`config.mk`:
```
export PLATFORM = sky130hd
export DESIGN_NAME = clkout_div_top
export DESIGN_NICKNAME = d
export VERILOG_FILES = /design/src/rtl/clkout_pkg.sv /design/src/rtl/clkout_regs.sv /design/src/rtl/clkout_ratio.sv /design/src/rtl/clkout_counter.sv /design/src/rtl/clkout_div_top.sv
export SDC_FILE = /design/constraint.sdc
export NUM_CORES = 1
export LEC_CHECK = 0
export ABC_AREA = 1
export CAP_MARGIN = 20
export CORE_ASPECT_RATIO = 1.5
export CORE_UTILIZATION = 57
export DETAILED_ROUTE_END_ITERATION = 16
export PLACE_DENSITY = 0.87
export SYNTH_ARGS = -nofsm -noshare
export SYNTH_HDL_FRONTEND = slang
export SYNTH_SLANG_ARGS = --single-unit
```
`constraint.sdc`:
```
create_clock -name clk -period 6.1 [get_ports clk]
set_clock_uncertainty 0.1 [all_clocks]
set_input_delay 0.61 -clock clk [delete_from_list [all_inputs] [get_ports clk]]
set_output_delay 0.61 -clock clk [all_outputs]
set_load 0.01 [all_outputs]
```
`src/rtl/clkout_pkg.sv`:
```
package clkout_pkg;
  localparam int DATA_W  = 16;
  localparam int NSRC    = 4;
  localparam int SRC_W   = $clog2(NSRC);
  localparam int DIV_W   = 3;
  localparam int SHIFT_W = 4;
  localparam int MAX_SHIFT = 15;

  typedef enum logic [SRC_W-1:0] {
    SRC_RC  = 2'd0,
    SRC_LS  = 2'd1,
    SRC_HS  = 2'd2,
    SRC_SYS = 2'd3
  } src_e;

  typedef struct packed {
    logic [DIV_W-1:0] div;
    src_e             src;
    logic             en;
  } ctrl_t;

  // Low-speed source: upper codes step the exponent by two, last one by three.
  function automatic logic [SHIFT_W-1:0] ls_shift(input logic [DIV_W-1:0] code);
    logic [SHIFT_W-1:0] s;
    if (!code[2]) s = SHIFT_W'(code);
    else if (code == 3'd7) s = SHIFT_W'(MAX_SHIFT);
    else s = SHIFT_W'(8) + SHIFT_W'({code[1:0], 1'b0});
    return s;
  endfunction
endpackage

```
`src/rtl/clkout_regs.sv`:
```
module clkout_regs
  import clkout_pkg::*;
(
  input  logic              clk,
  input  logic              rst_n,
  input  logic              wr_en,
  input  logic [DATA_W-1:0] wr_data,
  output logic [DATA_W-1:0] rd_data,
  output ctrl_t             ctrl,
  output logic              restart
);
  localparam int PAD_W = DATA_W - 7;

  ctrl_t nxt;

  always_comb begin
    nxt.en  = wr_data[0];
    nxt.src = src_e'(wr_data[3:2]);
    nxt.div = wr_data[6:4];
  end

  always_ff @(posedge clk or negedge rst_n) begin
    if (!rst_n) ctrl <= '0;
    else if (wr_en) ctrl <= nxt;
  end

  assign restart = wr_en && ((nxt.src != ctrl.src) || (nxt.div != ctrl.div));
  assign rd_data = {{PAD_W{1'b0}}, ctrl.div, ctrl.src, 1'b0, ctrl.en};

  p_write_readback_r2: assert property (@(posedge clk) disable iff (!rst_n)
    wr_en |=> rd_data == ($past(wr_data) & 16'h007D));
endmodule

```
`src/rtl/clkout_ratio.sv`:
```
module clkout_ratio
  import clkout_pkg::*;
(
  input  src_e               src,
  input  logic [DIV_W-1:0]   div,
  output logic [SHIFT_W-1:0] shift,
  output logic               legal
);
  always_comb begin
    shift = '0;
    legal = 1'b1;
    unique case (src)
      SRC_RC, SRC_HS: shift = SHIFT_W'(div);
      SRC_LS:         shift = ls_shift(div);
      SRC_SYS: begin
        shift = '0;
        legal = (div == '0);
      end
      default: legal = 1'b0;
    endcase
  end
endmodule

```
`src/rtl/clkout_counter.sv`:
```
module clkout_counter
  import clkout_pkg::*;
#(
  parameter int CNT_W = MAX_SHIFT
) (
  input  logic               clk,
  input  logic               rst_n,
  input  logic               en,
  input  logic               legal,
  input  logic               restart,
  input  logic               gate,
  input  logic               tick,
  input  logic [SHIFT_W-1:0] shift,
  output logic               out
);
  logic [CNT_W-1:0] cnt;
  logic [CNT_W-1:0] half_m1;
  logic             out_q;
  logic             hold;

  always_comb begin
    if (shift == '0) half_m1 = '0;
    else half_m1 = (CNT_W'(1) << (shift - SHIFT_W'(1))) - CNT_W'(1);
  end

  assign hold = !en || !legal || restart || gate;

  always_ff @(posedge clk or negedge rst_n) begin
    if (!rst_n) begin
      cnt   <= '0;
      out_q <= 1'b0;
    end else if (hold) begin
      cnt   <= '0;
      out_q <= 1'b0;
    end else if (shift == '0) begin
      cnt   <= '0;
      out_q <= tick;
    end else if (tick) begin
      if (cnt == half_m1) begin
        cnt   <= '0;
        out_q <= ~out_q;
      end else begin
        cnt <= cnt + CNT_W'(1);
      end
    end
  end

  assign out = out_q;

  p_off_low_r8: assert property (@(posedge clk) disable iff (!rst_n)
    !en |=> !out);
  p_restart_low_r9: assert property (@(posedge clk) disable iff (!rst_n)
    restart |=> !out);
  p_sleep_low_r10: assert property (@(posedge clk) disable iff (!rst_n)
    gate |=> !out);
  p_cnt_bound_r6: assert property (@(posedge clk) disable iff (!rst_n)
    (en && legal && shift != '0) |-> cnt <= half_m1);
  p_pass_tick_r7: assert property (@(posedge clk) disable iff (!rst_n)
    (!hold && shift == '0) |=> out == $past(tick));
endmodule

```
`src/rtl/clkout_div_top.sv`:
```
module clkout_div_top
  import clkout_pkg::*;
(
  input  logic        clk,
  input  logic        rst_n,
  input  logic        wr_en,
  input  logic [15:0] wr_data,
  output logic [15:0] rd_data,
  input  logic [3:0]  tick_src,
  input  logic        sleep,
  output logic        clk_out
);
  ctrl_t              ctrl;
  logic               restart;
  logic [SHIFT_W-1:0] shift;
  logic               legal;
  logic               tick_sel;
  logic               gate;

  clkout_regs u_regs (
    .clk(clk), .rst_n(rst_n), .wr_en(wr_en), .wr_data(wr_data),
    .rd_data(rd_data), .ctrl(ctrl), .restart(restart)
  );

  clkout_ratio u_ratio (
    .src(ctrl.src), .div(ctrl.div), .shift(shift), .legal(legal)
  );

  assign tick_sel = tick_src[ctrl.src];
  assign gate     = sleep && (ctrl.src == SRC_SYS);

  clkout_counter #(.CNT_W(MAX_SHIFT)) u_cnt (
    .clk(clk), .rst_n(rst_n), .en(ctrl.en), .legal(legal),
    .restart(restart), .gate(gate), .tick(tick_sel), .shift(shift),
    .out(clk_out)
  );

  p_sys_reserved_low_r5: assert property (@(posedge clk) disable iff (!rst_n)
    (ctrl.src == SRC_SYS && ctrl.div != '0) |=> !clk_out);
endmodule

```
Yosys cells after proc, flatten, opt, wreduce, memory -nomap -nowiden
Cells that the tools add are included.
- flip-flop bits (word level): 22
- bits of input ports: 24
- output and inout bits: 17
- logic and storage cells: 49
- add/sub/neg operators: 4
- $lt $le $gt $ge: 1
- equality and inequality tests: 7
- shift-type cells: 1
- muxes and demuxes: 15
- bitwise operators: 1
- reduce and logical (&&, ||, !) cells: 15
- operators by type and width (cell ; count):
    $mux W15 ; 5
    $add A15 B1 Y15 const B ; 1
    $eq A15 B15 Y1 ; 1
    $shl A1 B4 Y15 const A ; 1
    $sub A15 B2 Y15 const B ; 1
    $pmux W4 S3 ; 1
    $mux W4 ; 2
    $mux W1 ; 6
    $reduce_bool A3 Y1 ; 2
    $add A4 B3 Y4 const A ; 1
    $eq A2 B2 Y1 const B ; 2
    $logic_not A4 Y1 ; 1
    $logic_or A1 B1 Y1 ; 4
    $sub A4 B1 Y4 const B ; 1
    $eq A3 B3 Y1 const B ; 1
    $logic_not A3 Y1 ; 1
    $lt A2 B3 Y1 const B ; 1
    $ne A3 B3 Y1 ; 1
    $bmux W1 S2 ; 1
    $eq A2 B1 Y1 const B ; 1
    $logic_and A1 B1 Y1 ; 2
    $logic_not A1 Y1 ; 2
    $logic_not A2 Y1 ; 1
    $ne A2 B2 Y1 ; 1
    3 further kinds ; 3

Logic depth before layout (Yosys ltp)
Gate-level depths: netlist of run 1.
- word-level depth: 13
- gate-level depth with buffers: 22
- depth with buffers taken out: 20

By module
A second synthesis of run 1 with hierarchy kept.
- cell total of the unflattened synthesis: 337
- area, all modules: 2137.0 um2
- by module, submodules not included (module ; instances ; cells an instance ; area an instance (um2) ; sequential area each (um2)):
    clkout_counter ; 1 ; 244 ; 1531.5 ; 400.4
    clkout_regs ; 1 ; 58 ; 456.7 ; 150.1
    clkout_ratio ; 1 ; 20 ; 87.6 ; 0.0
    clkout_div_top ; 1 ; 15 ; 61.3 ; 0.0

Worst setup path after synthesis of run 1
Ideal clock, no wire load.
- path type: reg-to-reg
- from: register u_regs.ctrl[1] (netlist name)
- to: register u_cnt.cnt[1]
- setup time: 0.124 ns
- arrival: 2.334 ns
- required time: 5.876 ns
- setup slack: 3.541 ns
- stages on the path, launching flop included: 19
- buffers on the path: 2
- clock period less this slack: 2.559 ns
- cell sequence: dfrtp_1 buf_6 inv_2 nor2_4 nand2_1 nand4_1 ha_1 nand3_2 nor2_4 nand2_2 nand2_1 nand2_1 nand2_1 nand2_1 nor2_2 nand2_2 o21ai_4 buf_12 o22ai_2
- cells in the longest elaborated chain, start to end: 12
- elaborated cells on any way between the ends: 28
- those cells by class: 2 x add/sub; 5 x eq/ne; 1 x shift; 9 x mux; 11 x reduce/logical
- ends and longest elaborated chain (element ; RTL line ; text):
    $eq A2 B2 Y1 / $logic_not A2 Y1 (equally long branches) ; clkout_ratio.sv:12 ; unique case (src)
    $reduce_or A2 Y1 ; clkout_ratio.sv:12 ;
    $pmux W4 S3 ; clkout_ratio.sv:12 ;
    $sub A4 B1 Y4 ; clkout_counter.sv:23 ; else half_m1 = (CNT_W'(1) << (shift - SHIFT_W'(1))) - CNT_W'(1);
    $shl A1 B4 Y15 ; clkout_counter.sv:23 ;
    $sub A15 B2 Y15 ; clkout_counter.sv:23 ;
    $mux W15 ; clkout_counter.sv:22 ; if (shift == '0) half_m1 = '0;
    $eq A15 B15 Y1 ; clkout_counter.sv:39 ; if (cnt == half_m1) begin
    $mux W15 ; clkout_counter.sv:39 ;
    $mux W15 ; clkout_counter.sv:38 ; end else if (tick) begin
    $mux W15 ; clkout_counter.sv:35 ; end else if (shift == '0) begin
    $mux W15 ; clkout_counter.sv:32 ; end else if (hold) begin
    end signal, assigned ; clkout_counter.sv:43 ; cnt <= cnt + CNT_W'(1);
    end, declared ; clkout_counter.sv:16 ; logic [CNT_W-1:0] cnt;
Parallel ways exist; a longest one is shown, timed or not. The select of a mux whose other input is x is not followed.
A chain may end at the register's enable or synchronous reset.

Worst setup path in the final report of run 1
- from: register u_regs.ctrl[1] (netlist name)
- to: register u_cnt.cnt[9]
- cells in the longest elaborated chain, start to end: 12
- elaborated cells on any way between the ends: 28
- those cells by class: 2 x add/sub; 5 x eq/ne; 1 x shift; 9 x mux; 11 x reduce/logical
- ends and longest elaborated chain (element ; RTL line):
    $eq A2 B2 Y1 / $logic_not A2 Y1 (equally long branches) ; clkout_ratio.sv:12
    $reduce_or A2 Y1 ; clkout_ratio.sv:12
    $pmux W4 S3 ; clkout_ratio.sv:12
    $sub A4 B1 Y4 ; clkout_counter.sv:23
    $shl A1 B4 Y15 ; clkout_counter.sv:23
    $sub A15 B2 Y15 ; clkout_counter.sv:23
    $mux W15 ; clkout_counter.sv:22
    $eq A15 B15 Y1 ; clkout_counter.sv:39
    $mux W15 ; clkout_counter.sv:39
    $mux W15 ; clkout_counter.sv:38
    $mux W15 ; clkout_counter.sv:35
    $mux W15 ; clkout_counter.sv:32
Parallel ways exist; a longest one is shown, timed or not. The select of a mux whose other input is x is not followed.

==> summary.txt, run 1 <==
Run status
  – Status: complete, no violations

Power
  – Peak supply drop: 0.139 mV
  – PwrDens: approximately 200 nW/um2
  – Static leakage: roughly 1.1 nW

Die
  – # IOs: 41
  – Starting density of the core: 0.609
  – FP Rows: 26
  – Core footprint: 3480 um2
  – Area of the die: 3970 um2
  – Die height: around 77 um
  – Die W: 51.8 um

CTS
  – Setup Fix Bufs, Post-CTS: 0
  – Num Clock Sinks: 22
  – Clock latency at the later pin of the worst-skew pair: 270 ps
  – Clock tree from TritonCTS: done
  – Inserted Clock Buffers: 3
  – CTS max path bufs: 2
  – Post_cts resized: 0
  – H-Tree Depth: 1
  – Clock root buffer: clkbuf_8
  – Clock Pin Slew Worst Setup and Hold Paths: 90 ps
  – CTS hold repair buffers: 0

Final layout
  – Layout cell share with drive strength beyond 1: 0.161
  – Final net count: between 300 and 400
  – Filler cells: 284
  – Non-Filler Instances: 352
  – Area Overhead vs Synth: 9.21%
  – Area occupied by multi-input gates: 1290 um2
  – Register Area: approximately 550 um2
  – Number of diodes: 0

Global route
  – Met3 usage: 0.0298
  – Pin count of the biggest net entering global routing: 23
  – Vias in the first global route: about 2,000
  – GRT Total Usage: 0.252
  – Most Crowded Layer GR: met2
  – Grt met1 use: 0.265
  – Met2 Resource Use GR: 0.460
  – Grt ovf: 0
  – Initial antenna violation count: 0
  – First-pass GRT wire length: 7800 um

Worst setup path
  – Largest fanout on the critical path: 17
  – Crit path top cell by count: nand2_1
  – Reg2reg start: u_regs.ctrl[1]
  – Launch point of the worst path: u_regs.ctrl[1]
  – Critical path class: flop to flop
  – Worst path slowest cell: dfrtp_1
  – Cells on worst reg2reg path: 16
  – Worst Path Arrival: about 3300 ps
  – Crit path cell chain: inv_2, nor2_4, nand2_1, nand4_1, ha_1, nand3_2, nor2_4, nand2_2, nand2_1, nand2_1, nand2_1, nand2_1, nor2_2, nand2_2, o21ai_4, a21boi_0
  – Crit. End Element: flop
  – Startpoint Class: flop
  – Reg-to-Reg End: u_cnt.cnt[9]
  – Delay of the slowest critical-path stage: 600 ps
  – R2r setup slk: 2840 ps
  – CP required: 6120 ps

Yosys
  – Post-synthesis register bit count: 22
  – EDFF count, synth: 0
  – Post-synth top area share: 0.260
  – Synth warnings: 0
  – Mapped Cells: 295
  – Dominant cell by count in the synthesized netlist: nand2_1
  – Top post-synthesis cells by area: dfrtp_1 (26%), nand2_1 (13%), xor2_1 (7.9%)
  – Commonest cells post-synth: nand2_1 (71), inv_1 (35), nand3_1 (30)
  – Syn avg cell area: between 7 and 8 um2
  – Synthesized cell area: 2120 um2
  – Post-synth ARST share: 1.00
  – Area leader, netlist: dfrtp_1
  – Netlist cell types: 36
  – Top FF cell, synth: dfrtp_1
  – Sequential share of the synthesized area: 0.260

STA
  – Max-slew violations: 0
  – Fin crit share: 0.535
  – Slew headroom: 0.436
  – RSZ-0062 raised after global routing: no
  – Final period demand of the worst path: 3260 ps
  – Final Hold Vio Count: 0
  – Total Negative Setup Slacks: 0 ps
  – Final setup violation count: 0
  – Slew of the pin with the lowest slew margin: around 850 ps
  – Max Fclk: approximately 310 MHz

Route
  – Post-route ant nets: 0
  – Drt pass-1 iters: 7
  – Vias/cell: 5.44
  – First DRT Iteration DRCs: 65
  – DRC Markers: 0
  – Via count: 1,916
  – Drt total wl: 4410 um
  – Wirelength per Cell: 12.5 um

Placement
  – Routability cong.: 0.916
  – PortBufs: 20
  – Detailed placement HPWL: between 3000 and 4000 um
  – Cell count after placement: 347

Worst hold path
  – Hold/Removal Path Class: flop to flop
  – Hold EP: u_cnt.out
  – Hold Startpoint: u_cnt.out
  – Hold Path Stages: 2

Flow run
  – Max-cap violations: 0
-- cell type report --
cell class                      instances  area share
Inverter                               39      0.0633
Sequential cell                        22       0.238
Clock buffer                            4      0.0238
Timing Repair Buffer                   21      0.0930
Multi-Input combinational cell        224       0.559
Tap cell                               42      0.0227
-- cells in the final DEF, fill, tap and decap left out, drive strengths merged --
cell type	Yosys	final
nor2	24	24
inv	39	39
nand3	33	33
clkbuf	1	4
dfrtp	22	22
o21ai	7	7
a211oi	1	1
clkdlybuf4s50	0	20
mux2	1	1
a32o	1	1
conb	1	10
nand2	83	83
xor2	19	19
xnor2	3	3
nand4	13	13
buf	18	1
nor3	3	3
a21boi	1	1
o22ai	1	1
a21oi	19	19
o211ai	1	1
a31o	1	1
ha	2	2
nand3b	1	1
-- power by group --
group / internal (mW) / switching (mW) / leakage (nW)
registers: 0.151 / 0.0115 / 0.295
clock network: 0.0578 / 0.0539 / 0.0288
logic: 0.0671 / 0.112 / 0.781
total: 0.276 / 0.177 / 1.10
-- state kept, by name (all words and copies together), names as in the netlist --
signal       count
u_cnt.cnt       15
u_cnt.out        1
u_regs.ctrl      6
-- worst max-delay path: cells and delay by family, from the launching register on --
kind	cells	cell delay, ps
simple gates	12	1360
compound gates	2	660
flops	1	600
fa+ha+maj	1	240
buf+inv	1	130
-- cells by family after synthesis --
kind of cell	synth area share
buffers and inverters	0.145
adder cells (fa/ha/maj)	0.0118
AO/OA/AOI/OAI	0.113
other	0.00177
XOR/XNOR	0.0910
AND/OR/NAND/NOR	0.372
multiplexers	0.00532
flip-flops	0.260
-- metrics by stage --
stage | power (mW) | hold WS, ps | util | cell area, um2 | setup WS [ps]
5_1_grt | 0.488 | 461 | 0.665 | 2310 | 2530
3_3_place_gp | 0.337 | 380 | 0.645 | 2240 | 2950
2_1_floorplan | 0.311 | 214 | - | 2150 | 3540
3_5_place_dp | 0.342 | 389 | 0.645 | 2240 | 2860
4_1_cts | 0.454 | 404 | 0.660 | 2300 | 2830
6_report | 0.453 | 404 | 0.665 | 2310 | 2840
-- routing by layer --
metal	vias up	wire length, um
li1	960	-
met1	884	1780
met2	56	2350
met3	16	120
met4	0	165
met5	-	0
-- how the worst max path moves through the flow --
stage              endpoint  slack, ps  cells past startpoint
5_1_grt        u_cnt.cnt[9]       2530                     16
6_report       u_cnt.cnt[9]       2840                     16
4_1_cts        u_cnt.cnt[9]       2830                     16
2_1_floorplan  u_cnt.cnt[1]       3540                     18
3_3_place_gp      u_cnt.out       2950                     18
3_5_place_dp   u_cnt.cnt[9]       2860                     16
(Power assumes the default switching activity.)
==> run 2: changes to the inputs <==
--- a/config.mk
+++ b/config.mk
@@ -8,9 +8,9 @@
 export ABC_AREA = 1
 export CAP_MARGIN = 20
 export CORE_ASPECT_RATIO = 1.5
-export CORE_UTILIZATION = 57
+export CORE_UTILIZATION = 48
 export DETAILED_ROUTE_END_ITERATION = 16
-export PLACE_DENSITY = 0.87
+export PLACE_DENSITY = 0.78
 export SYNTH_ARGS = -nofsm -noshare
 export SYNTH_HDL_FRONTEND = slang
 export SYNTH_SLANG_ARGS = --single-unit
==> constraint.sdc (replaced) <==
create_clock -name clk -period 3 [get_ports clk]
set_clock_uncertainty 0.1 [all_clocks]
set_input_delay 0.3 -clock clk [delete_from_list [all_inputs] [get_ports clk]]
set_output_delay 0.3 -clock clk [all_outputs]
set_load 0.01 [all_outputs]
==> run 2 against run 1 <==
Flip-flop and latch count unchanged; highest routed layer unchanged; clock power up 61%; die area up 18%.
==> summary.txt, run 2 (synthesis gave the netlist of run 1 again) <==
CTS
  – Clock root buffer: clkbuf_8
  – Inserted Clock Buffers: 3
  – Clock tree from TritonCTS: done
  – Clock latency at the later pin of the worst-skew pair: 260 ps
  – Num Clock Sinks: 22
  – H-Tree Depth: 1
  – Clock Pin Slew Worst Setup and Hold Paths: ~80 ps
  – CTS max path bufs: 2

Route
  – Post-route ant nets: 0
  – Via count: 1,900
  – DRC Markers: 0
  – Drt total wl: roughly 4400 um
  – Wirelength per Cell: ~12 um
  – Vias/cell: around 5.2
  – Drt pass-1 iters: 4
  – First DRT Iteration DRCs: slightly above 80

Global route
  – Vias in the first global route: 1,866
  – Grt ovf: 0
  – First-pass GRT wire length: 7800 um
  – Pin count of the biggest net entering global routing: 23
  – Initial antenna violation count: 0
  – GRT Total Usage: 0.206

STA
  – Final Hold Vio Count: 0
  – Setup ws final: 230 ps
  – Max-slew violations: 0
  – Final setup violation count: 0
  – Final period demand of the worst path: between 2000 and 3000 ps
  – Max Fclk: 361 MHz
  – Hold_ws: 282 ps
  – Fin crit share: 0.923

Worst setup path
  – Cells on worst reg2reg path: 19
  – Crit path top cell by count: nand2_1
  – Cell family with most CP delay: simple AND/OR/NAND/NOR gates
  – Critical path class: flop to flop
  – Crit. End Element: flop
  – Worst Path Arrival: 2820 ps
  – Reg2reg start: u_regs.ctrl[1]
  – Delay of the slowest critical-path stage: approximately 470 ps
  – CP required: around 3100 ps
  – Startpoint Class: flop
  – Largest fanout on the critical path: 17
  – Reg-to-Reg End: u_cnt.out
  – R2r setup slk: about 230 ps
  – Worst path slowest cell: dfrtp_2
  – Crit path cell chain: clkbuf_2, nand2_1, nand3_4, nand4_1, ha_2, nand3_2, nor2_4, nand2_2, nand2_1, nand2_1, nand2_1, nand2_1, nor2_2, nand2_2, o21ai_4, buf_12, nand2_1, nand2_1, nand2_1
  – Buf+Inv Stages, Crit Path: 2

Placement
  – Placed Instance Area: 2330 um2
  – Routability cong.: 0.869
  – PortBufs: 20
  – Pre-CTS WS: around 90 ps
  – Detailed placement HPWL: 3420 um

Power
  – Static leakage: 1.14 nW
  – Peak supply drop: 0.305 mV
  – Clock power frac: 0.200
  – Logic pwr share: 0.435
  – Switching share of power: 0.384
  – PwrDens: roughly 380 nW/um2
  – Sequential share of power: 0.365
  – Internal: 0.554 mW
  – P_sw: 0.346 mW

Die
  – FP Rows: 29
  – Die W: 56.2 um
  – Die height: 83.4 um
  – Starting density of the core: 0.499
  – Area of the die: 4690 um2
  – # IOs: 41
  – Core footprint: 4250 um2

Worst hold path
  – Hold/Removal Path Class: primary input to asynchronous set/reset pin

Final layout
  – Biggest register: u_cnt.cnt
  – Area Overhead vs Synth: 13.3%
  – Number of diodes: 0
  – Commonest non-fill, non-tap cells in the layout: nand2_1 (71), inv_1 (35), nand3_1 (29)
  – Final net count: 347
  – Register Area: 553 um2
  – Most common cell after layout, fill and taps aside: nand2_1
  – Layout cell share with drive strength beyond 1: 0.197
  – Max reg flops: 15
  – Fin area: 2400 um2
  – Filler cells: 387
  – Area occupied by multi-input gates: 1310 um2

Run status
  – Status: complete, no violations

Flow run
  – Max-cap violations: 0
## run 2: worst reg2reg max path, delay by kind of cell (launching register included)
kind	cells	cell delay [ps]
compound gates	1	150
flops	1	470
fa+ha+maj	1	230
simple gates	15	1400
buf+inv	2	340
## run 2: area by class of cell
| type | instances | share of cell area |
|---|---|---|
| multi-input cells | 224 | 0.545 |
| flip-flops and latches | 22 | 0.230 |
| repair buffers | 31 | 0.122 |
| inverters | 39 | 0.0610 |
| well taps | 46 | 0.0240 |
| clock buffers | 3 | 0.0172 |
## run 2: worst max-delay path by stage
stage                              start            to  slack (ps)  cells after the start
after detailed placement  u_regs.ctrl[1]     u_cnt.out          90                     19
after global placement    u_regs.ctrl[1]     u_cnt.out         170                     17
after floorplan           u_regs.ctrl[1]  u_cnt.cnt[1]         440                     18
after global routing      u_regs.ctrl[3]     u_cnt.out         -10                     19
after CTS                 u_regs.ctrl[1]     u_cnt.out          80                     19
final                     u_regs.ctrl[1]     u_cnt.out         230                     19
## run 2: timing repair
action / in CTS / in global routing
setup buffers: 0 / 2
setup endpoints to repair: 0 / 16
hold buffers: 0 / 0
gates resized for setup: 0 / 5
## run 2: metal layers
metal	wire, um	GRT usage	vias to the layer above	part of all wire
met5	0	0	-	0
met1	1820	0.224	874	0.42
met2	2360	0.383	37	0.54
met4	106	0.0976	0	0.024
met3	94	0.0249	10	0.021
li1	-	-	979	-
## run 2: power by group through the flow
stage | clock [mW] | sequential, mW | combinational (mW)
2_1_floorplan | 0 | 0.330 | 0.303
3_3_place_gp | 0 | 0.335 | 0.372
3_5_place_dp | 0 | 0.335 | 0.380
4_1_cts | 0.188 | 0.329 | 0.382
5_1_grt | 0.198 | 0.331 | 0.438
6_report | 0.180 | 0.329 | 0.391
## run 2: metrics by stage
step / TNS (ps) / util / total power [mW] / instances
4_1_cts: 0 / 0.558 / 0.900 / 363
6_report: 0 / 0.565 / 0.900 / 365
3_5_place_dp: 0 / 0.548 / 0.715 / 360
2_1_floorplan: 0 / - / 0.633 / 304
5_1_grt: -14.2 / 0.565 / 0.967 / 365
3_3_place_gp: 0 / 0.548 / 0.707 / 360
==> run 3: changes to the inputs <==
--- a/config.mk
+++ b/config.mk
@@ -8,8 +8,10 @@
 export ABC_AREA = 1
 export CAP_MARGIN = 20
 export CORE_ASPECT_RATIO = 1.5
+export CORE_MARGIN = 5
 export CORE_UTILIZATION = 48
 export DETAILED_ROUTE_END_ITERATION = 16
+export GPL_ROUTABILITY_DRIVEN = 0
 export PLACE_DENSITY = 0.78
 export SYNTH_ARGS = -nofsm -noshare
 export SYNTH_HDL_FRONTEND = slang
==> constraint.sdc (replaced) <==
create_clock -name clk -period 3 [get_ports clk]
set_clock_uncertainty 0.1 [all_clocks]
set_input_delay 0.75 -clock clk [delete_from_list [all_inputs] [get_ports clk]]
set_output_delay 0.75 -clock clk [all_outputs]
set_load 0.01 [all_outputs]
==> run 3 against run 2 <==
Non-clock buffer count up 4; flip-flop and latch count stayed put; largest power group unchanged; highest routed layer unchanged; critical path type unchanged; sequential share of layout area down 0.13 points; routed wire length is 2.0% higher; via count grew 1.1%; largest cell class unchanged; core utilization rose by 0.44 points; worst hold slack improved by 160 ps; critical path depth unchanged; critical endpoint unchanged.
==> summary.txt, run 3 (synthesis gave the netlist of run 1 again) <==
Die
  – Die height: between 90 and 100 um
  – # IOs: 41
  – Die W: 64.2 um
  – Core footprint: 4250 um2
  – Starting density of the core: 0.499
  – Area of the die: 5870 um2
  – FP Rows: 29

Route
  – Vias/cell: 5.21
  – Drt total wl: 4480 um
  – Via count: 1,921
  – Post-route ant nets: 0
  – DRC Markers: 0
  – Wirelength per Cell: 12.1 um
  – Drt pass-1 iters: 4
  – First DRT Iteration DRCs: 99

Power
  – Peak supply drop: 0.274 mV
  – PwrDens: between 300 and 400 nW/um2
  – Total Power: 0.902 mW
  – Static leakage: 1.16 nW

STA
  – Total Negative Setup Slacks: 0 ps
  – Setup ws final: 190 ps
  – Max Fclk: approximately 360 MHz
  – Final Hold Vio Count: 0
  – Max-slew violations: 0
  – Final period demand of the worst path: 2810 ps
  – Final setup violation count: 0
  – Fin crit share: 0.937
  – RSZ-0062 raised after global routing: no
  – Hold_ws: ~440 ps

CTS
  – Clock tree from TritonCTS: done
  – Num Clock Sinks: 22
  – Clock latency at the later pin of the worst-skew pair: 260 ps
  – Clock root buffer: clkbuf_8
  – Clock Pin Slew Worst Setup and Hold Paths: 80 ps
  – H-Tree Depth: 1
  – Inserted Clock Buffers: 3
  – CTS max path bufs: 2

Final layout
  – Area Overhead vs Synth: 14.2%
  – Most common cell after layout, fill and taps aside: nand2_1
  – Biggest register: u_cnt.cnt
  – Number of diodes: 0
  – Area occupied by multi-input gates: 1300 um2
  – Max reg flops: 15
  – Non-Filler Instances: 369
  – Register Area: 554 um2
  – Final net count: roughly 350
  – Filler cells: about 390
  – Commonest non-fill, non-tap cells in the layout: nand2_1 (71), inv_1 (35), nand3_1 (30)
  – Layout cell share with drive strength beyond 1: 0.207

Global route
  – Pin count of the biggest net entering global routing: 23
  – Vias in the first global route: roughly 1,800
  – Initial antenna violation count: 0
  – First-pass GRT wire length: 7630 um
  – Grt ovf: 0
  – GRT Total Usage: 0.154

Placement
  – PortBufs: 20
  – Cell count after placement: 362
  – Pre-CTS WS: 111 ps
  – Detailed placement HPWL: ~3600 um

Run status
  – Status: complete, no violations

Worst hold path
  – Hold Startpoint: u_cnt.out
  – Hold EP: u_cnt.out
  – Hold Path Stages: 2
  – Hold/Removal Path Class: flop to flop

Worst setup path
  – CP required: 3060 ps
  – Worst Path Arrival: between 2000 and 3000 ps
  – Reg-to-Reg End: u_cnt.out
  – Reg2reg start: u_regs.ctrl[1]
  – Largest fanout on the critical path: 17
  – Crit. End Element: flop
  – Critical path class: flop to flop
  – R2r setup slk: 190 ps
  – Cells on worst reg2reg path: 19
  – Startpoint Class: flop

Flow run
  – Max-cap violations: 0
[run 3: area by class of cell]
class / instances / share of cell area
multi-input combinational: 224 / 0.536
sequential: 22 / 0.229
timing repair buffer: 35 / 0.133
inverter: 39 / 0.0605
tap: 46 / 0.0238
clock buffer: 3 / 0.0171
[run 3: critical path, cell delays in order (launching register included)]
cell and delay (ps):
dfrtp_2 470, clkbuf_2 160, a21oi_1 150, nand2_1 160, nand4_1 160, ha_1 230
nand3_2 130, nor2_4 190, nand2_2 60, nand2_1 70, nand2_1 50, nand2_1 50
nand2_1 60, nor2_2 100, nand2_2 70, o21ai_4 140, buf_12 170, nand2_1 70
nand2_1 60, nand2_1 50
[run 3: through the flow]
step,cell area (um2),utilization
final,2420,0.570
after global routing,2420,0.570
after global placement,2340,0.552
after detailed placement,2340,0.552
after floorplan,2150,-
after CTS,2380,0.562
[run 3: worst max-delay path by stage]
stage / start / to / slack (ps) / depth (start not counted)
global route: u_regs.ctrl[1] / u_cnt.out / 0.9 / 17
finish: u_regs.ctrl[1] / u_cnt.out / 190 / 19
CTS: u_regs.ctrl[1] / u_cnt.out / 90 / 17
floorplan: u_regs.ctrl[1] / u_cnt.cnt[1] / 440 / 18
global placement: u_regs.ctrl[1] / u_cnt.out / 170 / 19
detailed placement: u_regs.ctrl[1] / u_cnt.out / 110 / 19
[run 3: repair_timing]
action | CTS | global route
hold buffers | 0 | 0
setup buffers | 0 | 4
endpoints found under the setup margin | 0 | 16
resized for setup | 0 | 4
[run 3: report_power, final]
| part | total [mW] | internal [mW] | switching, mW |
|---|---|---|---|
| sequential | 0.328 | 0.308 | 0.0197 |
| clock | 0.180 | 0.0895 | 0.0900 |
| combinational | 0.395 | 0.160 | 0.235 |
[run 3: layer usage]
| layer | wire length [um] | global-route usage |
|---|---|---|
| met4 | 91 | 0.0543 |
| met2 | 2400 | 0.292 |
| met1 | 1810 | 0.167 |
| met5 | 0 | 0 |
| met3 | 174 | 0.0235 |
